File: src/rtl/iova_xlat_pkg.sv
package iova_xlat_pkg;
    localparam int VA_W       = 32;
    localparam int PAGE_SHIFT = 12;
    localparam int LVL_IDX_W  = 10;
    localparam int VPN_W      = VA_W - PAGE_SHIFT;

    typedef enum logic [2:0] {
        ST_IDLE,
        ST_LOOKUP,
        ST_L1_REQ,
        ST_L1_WAIT,
        ST_L2_REQ,
        ST_L2_WAIT,
        ST_DONE
    } walk_state_e;
endpackage

File: src/rtl/iova_addr_gen.sv
module iova_addr_gen
    import iova_xlat_pkg::*;
#(
    parameter int PFN_W = 27,
    localparam int PA_W = PFN_W + PAGE_SHIFT
) (
    input  logic [PFN_W-1:0] root_pfn,
    input  logic [PFN_W-1:0] l1_pfn,
    input  logic [VA_W-1:0]  vaddr,
    output logic [PA_W-1:0]  l1_addr,
    output logic [PA_W-1:0]  l2_addr
);
    // Frame number shifted by 12 plus index times 4: the low 12 bits of the
    // base are zero, so the sum is a plain concatenation without carry.
    assign l1_addr = {root_pfn, vaddr[VA_W-1 -: LVL_IDX_W], 2'b00};
    assign l2_addr = {l1_pfn, vaddr[PAGE_SHIFT+LVL_IDX_W-1 -: LVL_IDX_W], 2'b00};
endmodule

File: src/rtl/iova_tlb.sv
module iova_tlb
    import iova_xlat_pkg::*;
#(
    parameter int DEPTH = 8,
    parameter int PFN_W = 27,
    localparam int PTR_W = (DEPTH > 1) ? $clog2(DEPTH) : 1
) (
    input  logic             clk,
    input  logic             rst_n,
    input  logic [VPN_W-1:0] lk_vpn,
    output logic             lk_hit,
    output logic [PFN_W-1:0] lk_pfn,
    input  logic             flush,
    input  logic             fill_en,
    input  logic [VPN_W-1:0] fill_vpn,
    input  logic [PFN_W-1:0] fill_pfn
);
    logic [DEPTH-1:0] valid_q;
    logic [VPN_W-1:0] vpn_q [DEPTH];
    logic [PFN_W-1:0] pfn_q [DEPTH];
    logic [PTR_W-1:0] ptr_q;
    logic [DEPTH-1:0] hit_vec;

    for (genvar g = 0; g < DEPTH; g++) begin : g_cmp
        assign hit_vec[g] = valid_q[g] && (vpn_q[g] == lk_vpn);
    end

    assign lk_hit = |hit_vec;

    always_comb begin
        lk_pfn = '0;
        for (int i = 0; i < DEPTH; i++) begin
            if (hit_vec[i]) lk_pfn = lk_pfn | pfn_q[i];
        end
    end

    always_ff @(posedge clk) begin
        if (!rst_n) begin
            valid_q <= '0;
            ptr_q   <= '0;
        end else if (flush) begin
            valid_q <= '0;
        end else if (fill_en) begin
            valid_q[ptr_q] <= 1'b1;
            ptr_q <= (ptr_q == PTR_W'(DEPTH - 1)) ? '0 : ptr_q + 1'b1;
        end
    end

    always_ff @(posedge clk) begin
        if (fill_en && !flush) begin
            vpn_q[ptr_q] <= fill_vpn;
            pfn_q[ptr_q] <= fill_pfn;
        end
    end

    // a page is never cached in two slots at once
    p_single_match_r8: assert property (@(posedge clk) disable iff (!rst_n)
        $onehot0(hit_vec));

    // a flush leaves no slot occupied
    p_flush_empties_r9: assert property (@(posedge clk) disable iff (!rst_n)
        flush |=> (valid_q == '0));
endmodule

File: src/rtl/iova_walker.sv
module iova_walker
    import iova_xlat_pkg::*;
#(
    parameter int PFN_W   = 27,
    parameter int ENTRY_W = 32,
    localparam int PA_W   = PFN_W + PAGE_SHIFT
) (
    input  logic               clk,
    input  logic               rst_n,
    input  logic               req_valid,
    output logic               req_ready,
    input  logic [VA_W-1:0]    req_vaddr,
    output logic               rsp_done,
    output logic [PA_W-1:0]    rsp_paddr,
    output logic               mem_rd_en,
    output logic [PA_W-1:0]    mem_rd_addr,
    input  logic               mem_rd_valid,
    input  logic [ENTRY_W-1:0] mem_rd_data,
    input  logic               tlb_flush,
    output logic [VA_W-1:0]    vaddr,
    output logic [PFN_W-1:0]   l1_pfn,
    input  logic [PA_W-1:0]    l1_addr,
    input  logic [PA_W-1:0]    l2_addr,
    input  logic               tlb_hit,
    input  logic [PFN_W-1:0]   tlb_pfn,
    output logic               tlb_fill
);
    walk_state_e     state_q, state_d;
    logic [VA_W-1:0]  vaddr_q;
    logic [PFN_W-1:0] l1_pfn_q;
    logic [PFN_W-1:0] l2_pfn_q;
    logic             stale_q;
    logic [1:0]       rd_cnt_q;
    logic             accept;

    if (ENTRY_W > PFN_W) begin : g_hi_bits
        logic unused_hi;
        assign unused_hi = ^mem_rd_data[ENTRY_W-1:PFN_W];
    end

    assign accept = req_valid && req_ready;
    assign vaddr  = vaddr_q;
    assign l1_pfn = l1_pfn_q;

    always_comb begin
        state_d = state_q;
        unique case (state_q)
            ST_IDLE:    if (req_valid) state_d = ST_LOOKUP;
            ST_LOOKUP:  state_d = tlb_hit ? ST_IDLE : ST_L1_REQ;
            ST_L1_REQ:  state_d = ST_L1_WAIT;
            ST_L1_WAIT: if (mem_rd_valid) state_d = ST_L2_REQ;
            ST_L2_REQ:  state_d = ST_L2_WAIT;
            ST_L2_WAIT: if (mem_rd_valid) state_d = ST_DONE;
            ST_DONE:    state_d = ST_IDLE;
            default:    state_d = ST_IDLE;
        endcase
    end

    always_ff @(posedge clk) begin
        if (!rst_n) state_q <= ST_IDLE;
        else        state_q <= state_d;
    end

    always_ff @(posedge clk) begin
        if (!rst_n) begin
            vaddr_q  <= '0;
            l1_pfn_q <= '0;
            l2_pfn_q <= '0;
            stale_q  <= 1'b0;
            rd_cnt_q <= '0;
        end else begin
            if (accept) begin
                vaddr_q  <= req_vaddr;
                stale_q  <= 1'b0;
                rd_cnt_q <= '0;
            end else begin
                if (tlb_flush && state_q != ST_IDLE) stale_q <= 1'b1;
                if (mem_rd_en) rd_cnt_q <= rd_cnt_q + 2'd1;
            end
            if (state_q == ST_L1_WAIT && mem_rd_valid) l1_pfn_q <= mem_rd_data[PFN_W-1:0];
            if (state_q == ST_L2_WAIT && mem_rd_valid) l2_pfn_q <= mem_rd_data[PFN_W-1:0];
        end
    end

    always_comb begin
        req_ready   = (state_q == ST_IDLE);
        mem_rd_en   = (state_q == ST_L1_REQ) || (state_q == ST_L2_REQ);
        mem_rd_addr = (state_q == ST_L1_REQ) ? l1_addr : l2_addr;
        rsp_done    = (state_q == ST_DONE) || (state_q == ST_LOOKUP && tlb_hit);
        rsp_paddr   = (state_q == ST_DONE) ? {l2_pfn_q, vaddr_q[PAGE_SHIFT-1:0]}
                                           : {tlb_pfn, vaddr_q[PAGE_SHIFT-1:0]};
        tlb_fill    = (state_q == ST_DONE) && !stale_q && !tlb_flush;
    end

    // an accepted request holds the port closed in the next cycle
    p_busy_not_ready_r11: assert property (@(posedge clk) disable iff (!rst_n)
        accept |=> !req_ready);

    // the result is a single-cycle pulse
    p_done_pulse_r7: assert property (@(posedge clk) disable iff (!rst_n)
        rsp_done |=> !rsp_done);

    // a walk answers only after exactly two reads
    p_two_reads_r7: assert property (@(posedge clk) disable iff (!rst_n)
        (state_q == ST_DONE) |-> (rd_cnt_q == 2'd2));

    // a hit is answered without any memory traffic
    p_hit_no_read_r6: assert property (@(posedge clk) disable iff (!rst_n)
        (state_q == ST_LOOKUP && tlb_hit) |-> (rd_cnt_q == 2'd0));

    // a flush during a walk marks its result as not cacheable
    p_flush_marks_walk_r10: assert property (@(posedge clk) disable iff (!rst_n)
        (tlb_flush && !accept && state_q != ST_IDLE) |=> stale_q);
endmodule

File: src/rtl/iova_xlat.sv
module iova_xlat
    import iova_xlat_pkg::*;
#(
    parameter int TLB_DEPTH = 8,
    parameter int PFN_W     = 27,
    parameter int ENTRY_W   = 32,
    localparam int PA_W     = PFN_W + PAGE_SHIFT
) (
    input  logic               clk,
    input  logic               rst_n,
    input  logic               req_valid,
    output logic               req_ready,
    input  logic [VA_W-1:0]    req_vaddr,
    output logic               rsp_done,
    output logic [PA_W-1:0]    rsp_paddr,
    output logic               mem_rd_en,
    output logic [PA_W-1:0]    mem_rd_addr,
    input  logic               mem_rd_valid,
    input  logic [ENTRY_W-1:0] mem_rd_data,
    input  logic [PFN_W-1:0]   root_pfn,
    input  logic               tlb_flush
);
    logic [VA_W-1:0]  vaddr;
    logic [PFN_W-1:0] l1_pfn;
    logic [PA_W-1:0]  l1_addr;
    logic [PA_W-1:0]  l2_addr;
    logic             tlb_hit;
    logic [PFN_W-1:0] tlb_pfn;
    logic             tlb_fill;

    iova_addr_gen #(.PFN_W(PFN_W)) u_addr (
        .root_pfn (root_pfn),
        .l1_pfn   (l1_pfn),
        .vaddr    (vaddr),
        .l1_addr  (l1_addr),
        .l2_addr  (l2_addr)
    );

    iova_tlb #(.DEPTH(TLB_DEPTH), .PFN_W(PFN_W)) u_tlb (
        .clk      (clk),
        .rst_n    (rst_n),
        .lk_vpn   (vaddr[VA_W-1:PAGE_SHIFT]),
        .lk_hit   (tlb_hit),
        .lk_pfn   (tlb_pfn),
        .flush    (tlb_flush),
        .fill_en  (tlb_fill),
        .fill_vpn (vaddr[VA_W-1:PAGE_SHIFT]),
        .fill_pfn (rsp_paddr[PA_W-1:PAGE_SHIFT])
    );

    iova_walker #(.PFN_W(PFN_W), .ENTRY_W(ENTRY_W)) u_walk (
        .clk          (clk),
        .rst_n        (rst_n),
        .req_valid    (req_valid),
        .req_ready    (req_ready),
        .req_vaddr    (req_vaddr),
        .rsp_done     (rsp_done),
        .rsp_paddr    (rsp_paddr),
        .mem_rd_en    (mem_rd_en),
        .mem_rd_addr  (mem_rd_addr),
        .mem_rd_valid (mem_rd_valid),
        .mem_rd_data  (mem_rd_data),
        .tlb_flush    (tlb_flush),
        .vaddr        (vaddr),
        .l1_pfn       (l1_pfn),
        .l1_addr      (l1_addr),
        .l2_addr      (l2_addr),
        .tlb_hit      (tlb_hit),
        .tlb_pfn      (tlb_pfn),
        .tlb_fill     (tlb_fill)
    );
endmodule

File: config.mk
export PLATFORM = sky130hd
export DESIGN_NAME = iova_xlat
export DESIGN_NICKNAME = d
export VERILOG_FILES = /design/src/rtl/iova_xlat_pkg.sv /design/src/rtl/iova_addr_gen.sv /design/src/rtl/iova_tlb.sv /design/src/rtl/iova_walker.sv /design/src/rtl/iova_xlat.sv
export SDC_FILE = /design/constraint.sdc
export NUM_CORES = 1
export LEC_CHECK = 0
export ABC_AREA = 1
export BUFFER_PORTS_ARGS = -buffer_cell sky130_fd_sc_hd__clkbuf_2
export CELL_PAD_IN_SITES_DETAIL_PLACEMENT = 1
export CELL_PAD_IN_SITES_GLOBAL_PLACEMENT = 1
export CORE_MARGIN = 3
export CORE_UTILIZATION = 50
export DETAILED_ROUTE_END_ITERATION = 8
export PLACE_DENSITY = 0.91
export SETUP_SLACK_MARGIN = 0.05
export SYNTH_ARGS = -nofsm -noshare
export SYNTH_HDL_FRONTEND = slang
export SYNTH_SLANG_ARGS = --single-unit
File: constraint.sdc
create_clock -name clk -period 6.7 [get_ports clk]
set_input_delay 0.335 -clock clk [delete_from_list [all_inputs] [get_ports clk]]
set_output_delay 0.335 -clock clk [all_outputs]
set_load 0.01 [all_outputs]
==> out/metrics.yaml, run 1 <==
nets: 2582
cts_tree: "done"
period_minus_slack_ps: 5410
fillers: 4843
grt_pass1_vias: 21400
critPathMaxFanout: 16
drc_errors: 0
netlist_instances: 2324
worst_setup_path_start_kind: "flip-flop"
worstMarginPinSlew_ps: 1240
rsz0062_at_grt: "false"
area_delta_synth_final_pct: 13.0
drtPass1Iterations: 6
die_w_um: 216
synth-seq-cells: 477
timing.fmax_ghz: 0.185
cts.clk_slew.worst_paths_ps: 60
root_buffer: "clkbuf_16"
crit_chain: "inv_2 -> nand2_1 -> nand2_1 -> inv_1 -> nand4_1 -> nor2_2 -> nand4_1 -> nand3_1 -> nor2_1 -> a21oi_1 -> clkbuf_2"
cp.arrival_ps: 5070
synth_top_family_by_area: "simple AND/OR/NAND/NOR gates"
vias_per_cell: 6.43
max_stage_delay_ps: 950
via_count: 20000
antenna_cells: 0
core_um2: 43300
ant_nets: 0
setup.worst_path.class: "reg -> out"
relSlewSlack: 0.170
htreeDepth: 2
die_h_um: 216
place.gp.congestion: 0.915
grt-ovfl-total: 0
drt-initial-drc-count: 2429
avgSynthCellArea_um2: 9.48
drv_slew: 0
hp-class: "in -> reg"
cp_slowest_cell: "dfxtp_1"
rows: 76
clk_latency_ps: 630
routedWlPerCell_um: 28.6
p_leak_uw: 0.0101
yosysWarnings: 0
grt_max_degree: 76
drive_gt1_frac: 0.149
setup_violations: 0
min_period_over_period: 0.807
antenna_found_initial: 2
cp-startpoint: "u_walk.vaddr[23]"
synth_compound_area_frac: 0.0666
grt_pass1_wl_mm: 131
initial_core_util: 0.509
timing.setup.tns_ps: 0
synthXorXnorAreaFrac: 0.00954
synth_fa_ha_area_frac: 0.00114
yosys.area_share.simple: 0.243
placed_area_um2: 23300
outcome: "finished clean"
portBuffers: 169
dp.cells: 3009
crit_required_ps: 6360
crit_path_end_kind: "primary output"
wirelength_mm: 89.0
num_io_pins: 177
synthDistinctLibCells: 42
final_core_util: 0.575
die-area_um2: 46600
cts_buffers: 49
timing.rr.start: "u_walk.state_q[2]"
ys_seq_area_frac: 0.604
clock-sinks: 477
syn_area_um2: 22000
hold_slack_ps: 7.63
maxCapViolations: 0
fin_cells: 3108
hold_viol: 0
grt.total_usage: 0.373
hpwl_mm: 53.2
hold_start: "mem_rd_data[13]"
cellPowerDensity_nw_per_um2: 287
vdd_drop_max_uv: 247
clock_skew_ps: 40.5
design_area_um2: 24900
synthMuxAreaShare: 0
clk_path_buf_depth: 3
[flip-flops by register name, indices dropped and copies added (netlist names)]
register,cells
u_tlb.pfn_q,216
u_tlb.valid_q,8
u_walk.vaddr,32
u_walk.l2_pfn_q,27
u_walk.stale_q,1
u_walk.l1_pfn,27
u_walk.state_q,3
u_tlb.ptr_q,3
u_tlb.vpn_q,160
[final timing paths]
| path | to | slack (ps) | depth (start not counted) |
|---|---|---|---|
| max reg2reg | u_tlb.pfn_q[2][14] | 2170 | 9 |
| max | rsp_paddr[20] | 1290 | 11 |
| min reg2reg | u_walk.l1_pfn[23] | 470 | 2 |
| min | u_walk.l2_pfn_q[13] | 8 | 3 |
[cell families (layout without fill, tap and decap cells)]
| family | Yosys count | count (layout) |
|---|---|---|
| and+or+nand+nor | 1167 | 1167 |
| buffers and inverters | 365 | 563 |
| other | 1 | 2 |
| xor gates and xnor gates | 24 | 24 |
| DFF | 477 | 477 |
| adders and majority gates | 2 | 2 |
| AOI/OAI and AO/OA | 288 | 288 |
[worst max-delay path: cells and delay by family, from the launching register on]
kind / cells / cell delay (ps)
AND/OR/NAND/NOR: 7 / 1930
buffers and inverters: 3 / 770
AO/OA/AOI/OAI: 1 / 790
flip-flops: 1 / 950
[report_power, final]
part	switching, µW	internal (µW)
registers	71.2	3260
clock network	1260	1500
logic	788	256
[metrics by stage]
step	worst slack, ps	total power (µW)
after CTS	1540	7050
after global routing	1310	7280
after detailed placement	2320	4340
final	1290	7140
after global placement	2610	4290
after floorplan	3070	3960
[layout by cell type, fill, tap and decap left out, types with 5 or more instances in the layout]
master / n
nand2_1: 588
edfxtp_1: 376
inv_1: 240
nor2_1: 206
clkbuf_2: 169
nand4_1: 167
o21ai_0: 123
a21oi_1: 116
nand3_1: 101
dfxtp_1: 101
clkbuf_16: 50
o21ai_1: 41
buf_4: 31
xnor2_1: 24
nor2_4: 21
nor2_2: 21
inv_2: 20
clkbuf_1: 16
nand2_2: 13
and3_1: 10
clkinv_2: 10
dlygate4sd3_1: 9
or2_2: 8
nand3_2: 6
nand3b_1: 5
nand4_2: 5
clkinv_1: 5
[routing by layer]
layer	wire (µm)	share of wire	track usage
met5	31	0.00035	0
met4	6660	0.075	0.243
met3	10500	0.12	0.105
met2	41900	0.47	0.623
met1	29900	0.34	0.420
[repair_timing]
item | in CTS | in global routing
endpoints found under the hold margin | 9 | 0
setup buffers | 0 | 0
hold buffers | 9 | 0
gates resized for setup | 0 | 0
[final cells by class]
class	count	area [µm²]	area share
flip-flops and latches	477	13300	0.535
repair buffers	209	1170	0.0470
well taps	585	732	0.0294
inverters	264	998	0.0401
multi-input cells	1483	7130	0.287
clock buffers	70	1370	0.0549
clock inverters	20	179	0.00719
[synthesized netlist by cell type, drive strengths merged]
| cell | number | area share |
|---|---|---|
| edfxtp | 376 | 0.51 |
| o21ai | 164 | 0.037 |
| o211a | 1 | 0.00045 |
| o22ai | 2 | 0.00057 |
| o21ba | 2 | 0.00091 |
| conb | 1 | 0.00017 |
| a21boi | 1 | 0.00034 |
| a21oi | 116 | 0.026 |
| nand2 | 603 | 0.10 |
| nand4 | 173 | 0.051 |
| or2 | 11 | 0.0031 |
| inv | 263 | 0.045 |
| a41oi | 1 | 0.00040 |
| o21bai | 1 | 0.00034 |
| nor3 | 7 | 0.0026 |
| ha | 2 | 0.0011 |
| nor2 | 248 | 0.049 |
| nand3 | 107 | 0.026 |
| and2 | 1 | 0.00028 |
| dfxtp | 101 | 0.092 |
| xnor2 | 24 | 0.0095 |
| and3 | 10 | 0.0028 |
| nor3b | 1 | 0.00085 |
| nand3b | 6 | 0.0026 |
| clkinv | 1 | 0.00017 |
| buf | 60 | 0.023 |
| clkbuf | 41 | 0.0070 |
(Power assumes the default switching activity.)
==> run 2: changes to the inputs <==
Settings changed: CORE_UTILIZATION 50 to 42, PLACE_DENSITY 0.91 to 0.82.
Clock period 6.7 ns to 4.37 ns, I/O delays scaled along.
==> run 2 against run 1 <==
- critical path depth up 1
- register-to-register slack worse by 1300 ps
- critical path type unchanged
- routed wire length decreased by 7.8%
- total power rose by 54%
- sequential cell count stayed put
- highest routed layer is now met4
==> out/metrics.yaml, run 2 (synthesized netlist as in run 1, its figures left out) <==
ant_nets: 0  # unchanged
relSlewSlack: 0.240  # +0.0699
die-area_um2: 55300  # +18%
dpl_worst_slack_ps: 890  # -1430 ps
worstMarginPinSlew_ps: 1140  # -105 ps
reg2reg_depth: 12  # +3
antenna_cells: 0  # unchanged
min_period_over_period: 0.961
layout_commonest_cell: "nand2_1"
period_minus_slack_ps: 4200
whs_path_depth: 3  # unchanged
p_leak_uw: 0.0107  # +5.8%
p_int_uw: 7820  # +56%
grt_max_degree: 76  # unchanged
drv_slew: 0  # unchanged
hold_viol: 0  # unchanged
cp.arrival_ps: 3980  # -1090 ps
worst_setup_path_start_kind: "flip-flop"
fin_cells: 3323  # +6.9%
core_um2: 51600  # +19%
regArea_um2: 13300  # about the same
crit_required_ps: 4150  # -2210 ps
area_delta_synth_final_pct: 18.6
design_area_um2: 26100  # +5.0%
regMostFlops: "u_tlb.pfn_q"
rsz0062_at_grt: "false"
cts_tree: "done"
setup_violations: 0  # unchanged
grt_pass1_vias: 20400  # -4.8%
clock-sinks: 477  # unchanged
comb_power_share: 0.151  # +0.005
vdd_drop_max_uv: 287  # +16%
drc_errors: 0  # unchanged
place.gp.congestion: 0.903  # -1.3%
drt-initial-drc-count: 2050  # -16%
grt.total_usage: 0.288  # -0.0846
drive_gt1_frac: 0.168  # +0.0189
vias_per_cell: 5.80  # -9.7%
critPathMaxFanout: 15  # -1
routedWlPerCell_um: 24.7  # -14%
most-common-layout-cells: "nand2_1 (588), edfxtp_1 (376), inv_1 (239), nor2_1 (206), clkbuf_2 (169)"
hp-class: "in -> reg"
grt-ovfl-total: 0  # unchanged
timing.setup.tns_ps: 0  # unchanged
finalWorstSetupSlack_ps: 169  # -1120 ps
clockPowerShare: 0.388  # about the same
p_sw_uw: 3140  # +48%
clock_skew_ps: 44.8  # +4.24 ps
cts_buffers: 51  # +4.1%
rows: 83  # +9.2%
die_h_um: 235  # +8.9%
outcome: "finished clean"
crit_path_end_kind: "primary output"
drtPass1Iterations: 5  # -1
multi_input_area_um2: 7140  # about the same
hpwl_mm: 52.3  # -1.6%
placed_area_um2: 23900  # +2.7%
largest_reg_flops: 216  # unchanged
cts.clk_slew.worst_paths_ps: 60  # about the same
hold_slack_ps: 141  # +133 ps
power.sequential.fraction: 0.462  # -0.004
clk_latency_ps: 630  # about the same
switching_share: 0.287  # -0.0106
maxCapViolations: 0  # unchanged
grt_pass1_wl_mm: 122  # -6.6%
via_count: 19300  # -3.5%
root_buffer: "clkbuf_16"
clk_path_buf_depth: 3  # unchanged
timing.fmax_ghz: 0.238
num_io_pins: 177  # unchanged
portBuffers: 169  # unchanged
dp.cells: 3168  # +5.3%
initial_core_util: 0.427  # -0.0824
nets: 2699  # +4.5%
fillers: 5850  # +21%
htreeDepth: 2  # unchanged
wirelength_mm: 82.0  # -7.8%
cellPowerDensity_nw_per_um2: 420  # +46%
antenna_found_initial: 1  # -1
die_w_um: 235  # +8.9%
setup.worst_path.class: "reg -> out"
run 2: changes by cell type in the layout (fill, tap and decap cells not counted), moves of 3 or more:
cell	delta
buf_4	+61
buf_12	+3
dlygate4sd3_1	+51
clkinv_1	+6
clkinv_2	-6
clkbuf_8	+3
run 2: cell type report:
cell class / count / area share
Sequential cell: 477 / 0.510
Multi-Input combinational cell: 1483 / 0.273
Timing Repair Buffer: 324 / 0.0841
Clock buffer: 73 / 0.0555
Inverter: 264 / 0.0384
Tap cell: 680 / 0.0326
Clock inverter: 22 / 0.00666
run 2: what timing repair did:
item | 4_1_cts | 5_1_grt
resized for setup | 0 | 3
hold endpoints to repair | 85 | 0
hold buffers | 60 | 0
buffers inserted | 0 | 0
endpoints found under the setup margin | 0 | 10
run 2: critical path: stages, from the launching register on:
cell      delay, ps
dfxtp_1         800
inv_2           360
nand2_1         200
nand2_1          60
nor2_1          110
nand3_1         110
nor2_2          540
nand4_1         240
nand3_1         210
nor2_1           80
a21oi_1         270
buf_4           230
clkbuf_2        150
run 2: per-layer routing:
| layer | GRT usage | wire, µm | up-vias |
|---|---|---|---|
| met5 | 0 | 0 | - |
| met1 | 0.357 | 31300 | 9551 |
| li1 | - | - | 8411 |
| met3 | 0.0570 | 7530 | 248 |
| met2 | 0.484 | 39200 | 1064 |
| met4 | 0.140 | 4050 | 0 |
run 2: stage by stage:
stage | total power, µW | util
finish | 11000 | 0.506
global route | 11300 | 0.506
CTS | 10900 | 0.506
floorplan | 6070 | -
global placement | 6630 | 0.463
detailed placement | 6690 | 0.463
run 2: path summary, 6_finish.rpt:
| check | startpoint | endpoint | slack (ps) |
|---|---|---|---|
| setup / recovery | u_walk.vaddr[29] | rsp_paddr[14] | 170 |
| hold / removal | req_valid | u_walk.vaddr[0] | 140 |
| setup reg to reg | u_walk.vaddr[29] | u_tlb.pfn_q[3][11] | 880 |
| hold reg to reg | u_walk.l1_pfn[15] | u_walk.l1_pfn[15] | 460 |
run 2: power by group through the flow:
| stage | logic (µW) | registers [µW] | clock network [µW] |
|---|---|---|---|
| 5_1_grt | 1760 | 5070 | 4450 |
| 3_5_place_dp | 1540 | 5150 | 0 |
| 6_report | 1650 | 5060 | 4250 |
| 2_1_floorplan | 910 | 5160 | 0 |
| 3_3_place_gp | 1480 | 5150 | 0 |
| 4_1_cts | 1600 | 5060 | 4280 |
